<file path="config.mk">
export PLATFORM = sky130hd
export DESIGN_NAME = pwr_valid_seq
export DESIGN_NICKNAME = d
export VERILOG_FILES = /design/src/rtl/pvs_pkg.sv /design/src/rtl/pvs_sync.sv /design/src/rtl/pvs_settle_cnt.sv /design/src/rtl/pvs_fsm.sv /design/src/rtl/pwr_valid_seq.sv
export SDC_FILE = /design/constraint.sdc
export NUM_CORES = 1
export LEC_CHECK = 0
export CORE_MARGIN = 4
export CORE_UTILIZATION = 25
export DETAILED_ROUTE_END_ITERATION = 10
export DONT_BUFFER_PORTS = 1
export SLEW_MARGIN = 20
export SYNTH_ARGS = -nofsm -noshare
export SYNTH_HDL_FRONTEND = slang
export SYNTH_HIERARCHICAL = 1
export SYNTH_SLANG_ARGS = --single-unit
</file>
<file path="constraint.sdc">
create_clock -name clk_i -period 3.65 [get_ports clk_i]
set_clock_uncertainty 0.15 [all_clocks]
set_input_delay 0.73 -clock clk_i [delete_from_list [all_inputs] [get_ports clk_i]]
set_output_delay 0.73 -clock clk_i [all_outputs]
set_load 0.02 [all_outputs]
</file>
<file path="src/rtl/pvs_pkg.sv">
package pvs_pkg;
  typedef enum logic [1:0] {
    ST_PD     = 2'd0,
    ST_ACQ    = 2'd1,
    ST_SETTLE = 2'd2,
    ST_RUN    = 2'd3
  } pvs_state_e;
endpackage

</file>
<file path="src/rtl/pvs_sync.sv">
module pvs_sync #(
  parameter int unsigned WIDTH  = 2,
  parameter int unsigned STAGES = 2
) (
  input  logic             clk_i,
  input  logic             rst_ni,
  input  logic [WIDTH-1:0] d_i,
  output logic [WIDTH-1:0] q_o
);
  logic [WIDTH-1:0] stg_q [STAGES];

  for (genvar s = 0; s < STAGES; s++) begin : g_stage
    if (s == 0) begin : g_first
      always_ff @(posedge clk_i or negedge rst_ni)
        if (!rst_ni) stg_q[s] <= '0;
        else         stg_q[s] <= d_i;
    end else begin : g_next
      always_ff @(posedge clk_i or negedge rst_ni)
        if (!rst_ni) stg_q[s] <= '0;
        else         stg_q[s] <= stg_q[s-1];
    end
  end

  assign q_o = stg_q[STAGES-1];
endmodule

</file>
<file path="src/rtl/pvs_settle_cnt.sv">
module pvs_settle_cnt #(
  parameter int unsigned CNT_W = 12
) (
  input  logic             clk_i,
  input  logic             rst_ni,
  input  logic             clr_i,
  input  logic             stb_i,
  input  logic [CNT_W-1:0] dly_i,
  output logic             done_o
);
  logic [CNT_W-1:0] cnt_q;

  assign done_o = (cnt_q >= dly_i);

  always_ff @(posedge clk_i or negedge rst_ni) begin
    if (!rst_ni)              cnt_q <= '0;
    else if (clr_i)           cnt_q <= '0;
    else if (stb_i && !done_o) cnt_q <= cnt_q + 1'b1;
  end
endmodule

</file>
<file path="src/rtl/pvs_fsm.sv">
module pvs_fsm
  import pvs_pkg::*;
(
  input  logic       clk_i,
  input  logic       rst_ni,
  input  logic       pd_s_i,
  input  logic       lock_s_i,
  input  logic       settle_done_i,
  output pvs_state_e st_o,
  output logic       flt_init_o
);
  pvs_state_e st_q, st_d;
  logic       init_d, init_q;

  always_comb begin
    st_d = st_q;
    if (!pd_s_i) st_d = ST_PD;
    else begin
      unique case (st_q)
        ST_PD:     st_d = ST_ACQ;
        ST_ACQ:    if (lock_s_i) st_d = ST_SETTLE;
        ST_SETTLE: if (!lock_s_i) st_d = ST_ACQ;
                   else if (settle_done_i) st_d = ST_RUN;
        ST_RUN:    if (!lock_s_i) st_d = ST_ACQ;
        default:   st_d = ST_PD;
      endcase
    end
  end

  // clear filter on power-down entry and on lock loss, not on release
  always_comb begin
    init_d = 1'b0;
    if (st_d == ST_PD && st_q != ST_PD) init_d = 1'b1;
    if (st_d == ST_ACQ && (st_q == ST_SETTLE || st_q == ST_RUN)) init_d = 1'b1;
  end

  always_ff @(posedge clk_i or negedge rst_ni) begin
    if (!rst_ni) begin
      st_q   <= ST_PD;
      init_q <= 1'b0;
    end else begin
      st_q   <= st_d;
      init_q <= init_d;
    end
  end

  assign st_o       = st_q;
  assign flt_init_o = init_q;
endmodule

</file>
<file path="src/rtl/pwr_valid_seq.sv">
module pwr_valid_seq
  import pvs_pkg::*;
#(
  parameter int unsigned CNT_W       = 12,
  parameter int unsigned SYNC_STAGES = 2
) (
  input  logic             clk_i,
  input  logic             rst_ni,
  input  logic             pd_ni,
  input  logic             lock_i,
  input  logic [CNT_W-1:0] valid_dly_i,
  input  logic             frame_stb_i,
  output logic             flt_init_o,
  output logic             out_en_o
);
  localparam int unsigned NSIG = 2;

  logic [NSIG-1:0] raw, synced;
  logic            pd_s, lock_s, settle_done;
  pvs_state_e      st;

  assign raw    = {lock_i, pd_ni};
  assign pd_s   = synced[0];
  assign lock_s = synced[1];

  pvs_sync #(.WIDTH(NSIG), .STAGES(SYNC_STAGES)) u_sync (
    .clk_i (clk_i),
    .rst_ni(rst_ni),
    .d_i   (raw),
    .q_o   (synced)
  );

  pvs_settle_cnt #(.CNT_W(CNT_W)) u_cnt (
    .clk_i (clk_i),
    .rst_ni(rst_ni),
    .clr_i (st != ST_SETTLE),
    .stb_i (frame_stb_i),
    .dly_i (valid_dly_i),
    .done_o(settle_done)
  );

  pvs_fsm u_fsm (
    .clk_i        (clk_i),
    .rst_ni       (rst_ni),
    .pd_s_i       (pd_s),
    .lock_s_i     (lock_s),
    .settle_done_i(settle_done),
    .st_o         (st),
    .flt_init_o   (flt_init_o)
  );

  // raw pd_ni gates the enable without waiting for the synchronizer
  assign out_en_o = (st == ST_RUN) && pd_ni;
endmodule

</file>
==> metrics.md <==
| Metric | Value |
|---|---|
| Status | finished clean |
| Slew headroom | 61.0% |
| Clock root cell | clkbuf_8 |
| Simple-Gate Fraction of Synth Area | 21.6% |
| Pin count of the biggest net entering global routing | 22 |
| Synthesized area | 0.00121 sq mm |
| Synthesized area per cell | 9.25 sq um |
| Mux cell area share after synthesis | 2.69% |
| Layout cell share with drive strength beyond 1 | 6.11% |
| Critical Path Source Type | input port |
| Post-synth EDFFs | 0 |
| Grt ovf | 0 |
| Busiest grt layer | met2 |
| Adder-Cell Fraction of Synth Area | 13.4% |
| Fin. max-slew vios | 0 |
| Crit path required time | 3.66 ns |
| Data arrival time of the worst path | 2.56 ns |
| M3 GR Usage | roughly 3.2% |
| # H-tree levels | 1 |
| Main synth FF type | dfrtp_1 |
| Clk buf depth | 2 |
| # DRC | 0 |
| Worst slack, placed | 0.849 ns |
| Post-layout nets | 162 |
| Antenna violations before repair | 0 |
| Die Y | 77.6 microns |
| Wire length per cell | 12.0 microns |
| Slew @ Worst Pin | 0.585 ns |
| RSZ-0062 raised after global routing | no |
| Seq cells post-synth | 19 |
| Minimum clock period | 2.54 ns |
| Clock Latency Late Sink | between 0.2 and 0.3 ns |
| Placed insts | 193 |
| Largest family of logic cells by synthesized area | simple AND/OR/NAND/NOR gates |
| Min-delay worst type | in2async |
| Met1 usage | 10.5% |
| Num rows | 25 |
| Post-Route WL | 2.37 mm |
| Core Region | 0.00472 sq mm |
| Syn nets | about 160 |
| Total of max-cap violations | 0 |
| Synthesis Warnings | 6 |
| Non-Filler Instances | approximately 200 |
| Antenna Nets Post-Route | 0 |
| Tcrit/Tclk final | 69.6% |
| Cts repair resizes | 0 |
| Io pins | 19 |
| Worst Setup Slack, final | between 1 and 1.5 ns |
| GRT met2 Usage | 13.9% |
| CTS clk-pin slew, worst paths | 0.07 ns |
| HPWL Detailed | roughly 1.8 mm |
| FFs w/ async S/R, synth | 100% |
| TritonCTS Buffers | 3 |
| CTS tree | done |
| # clock sinks | 19 |
| CP Class | in2reg |
| Fmax | 0.394 GHz |
| Diode count | 0 |
| DR pass1 iterations | 4 |
| Synth Area in Compound Gates | 15.9% |
| Gate Count Post-Synth | 131 |
| Leakage | a little under 0.6 nW |
| Gr usage total | roughly 8.6% |
| Vias in the first global route | 901 |
| Seq/Total Area, Yosys | between 30 and 40% |
| Vias | 940 |
| VDD IR max | 84.0 uV |
| Slowest-stage cell, CP | or4_1 |
| Initial detailed-routing violation count | 22 |
| Initial Util | 25.6% |
| Buffers on Ports | 0 |
| Pwr/cell area | a little under 300 mW/mm^2 |
| Crit. End Element | flop |
| RD Place Congestion | 0.714 |
| Area Growth Syn to Fin | 8.78% |
| TNS Setup | 0 ns |
| CP Cell Sequence | inv_1 -> ha_1 -> o211ai_1 -> nor3_1 -> a211o_1 -> or4_1 -> a21oi_1 |
| Final-report setup violation count | 0 |
| Die footprint | 0.00602 sq mm |
| Hold Slack | 0.0175 ns |
| Worst path max stage delay | roughly 0.57 ns |
| Worst Path Max Fanout | 21 |
| Vias per inst | between 4 and 5 |
| Yosys cell types | 30 |
| Synth Area in XOR/XNOR | 0% |
| Final hold vios | 0 |
| First-pass GRT wire length | 4.12 mm |
| Die X | about 78 microns |
## sequential cells by signal, summed over array words and instances (netlist names)
register	cells
u_cnt/cnt_q	12
u_sync/q_o	2
u_sync/stg_q	2
u_fsm/st_o	2
u_fsm/flt_init_o	1
## Yosys cell counts (all sizes together), types with 2 or more instances
cell	n	area, sq um
dfrtp	19	475
inv	14	52.6
ha	13	163
a21oi	12	60.1
nand2	9	33.8
nor2	9	33.8
o31ai	8	60.1
or4	8	60.1
nand3	6	30.0
nand2b	4	25.0
and3	3	18.8
buf	3	26.3
nor3	3	15.0
o21ai	3	15.0
clkbuf	2	7.51
mux2	2	22.5
nand4	2	12.5
## kinds of logic (layout without fill, tap and decap cells)
logic type	Yosys count	in the layout
buffers and inverters	19	19
AO/OA/AOI/OAI	29	29
multiplexers	3	3
AND/OR/NAND/NOR	48	48
adder cells (fa/ha/maj)	13	13
flip-flops	19	19
## what timing repair did
action | CTS | global route
endpoints found under the hold margin | 0 | 11
setup buffers | 0 | 0
hold buffers | 0 | 1
## worst paths after layout
| kind | slack (ns) | cells past startpoint | from | endpoint |
|---|---|---|---|---|
| worst max-delay path | 1.11 | 7 | valid_dly_i[3] | u_cnt/cnt_q[11]$_DFFE_PN0P_ |
| worst min-delay path | 0.02 | 0 | rst_ni | u_cnt/cnt_q[6]$_DFFE_PN0P_ |
| worst max register to register | 1.13 | 6 | u_cnt/cnt_q[3]$_DFFE_PN0P_ | u_cnt/cnt_q[11]$_DFFE_PN0P_ |
| worst min register to register | 0.20 | 0 | u_sync/stg_q[3]$_DFF_PN0_ | u_sync/q_o[1]$_DFF_PN0_ |
| max in group asynchronous | 2.26 | 1 | rst_ni | u_sync/stg_q[2]$_DFF_PN0_ |
| min in group clk_i | 0.20 | 0 | u_sync/stg_q[3]$_DFF_PN0_ | u_sync/q_o[1]$_DFF_PN0_ |
## cell usage in the layout (no fill, tap or decap), types with 2 or more instances in the layout
| cell | instances |
|---|---|
| nand3_1 | 6 |
| nor3_1 | 3 |
| dfrtp_1 | 19 |
| o31ai_1 | 8 |
| or4_1 | 8 |
| and3_1 | 3 |
| nand4_1 | 2 |
| a21oi_1 | 12 |
| o21ai_0 | 2 |
| nor2_1 | 9 |
| ha_1 | 13 |
| nand2_1 | 9 |
| inv_1 | 14 |
| mux2_2 | 2 |
| nand2b_1 | 4 |
| clkbuf_8 | 3 |
## critical path: cells and delay by family
family / cells / cell delay (ns)
AOI/OAI and AO/OA: 3 / 0.88
adders and majority gates: 1 / 0.28
buffers and inverters: 1 / 0.02
and+or+nand+nor: 2 / 0.64
## per-stage QoR
step	area, sq um	power [mW]	utilization (%)
global route	1320	0.411	27.9
detailed placement	1260	0.247	26.7
global placement	1260	0.246	26.7
finish	1320	0.389	27.9
CTS	1310	0.391	27.7
floorplan	1210	0.244	-
## metal layers
metal	share of wire (%)	vias to the layer above
li1	-	474
met1	48	449
met2	46	15
met3	5.7	2
met4	0.80	0
met5	0	-
## power breakdown
part           internal (mW)  total (mW)  switching [mW]
registers              0.215       0.220         0.00498
clock network         0.0757       0.143          0.0671
logic                 0.0103      0.0254          0.0151
total                  0.301       0.389          0.0872
## cell type report
type | instances | area, sq um
well taps | 67 | 83.8
clock buffers | 3 | 41.3
multi-input cells | 93 | 649
repair buffers | 1 | 10.0
fillers | 504 | 3410
clock inverters | 1 | 5.00
flip-flops and latches | 19 | 475
inverters | 14 | 52.6
Note: power is estimated with default switching activity, not from simulation.
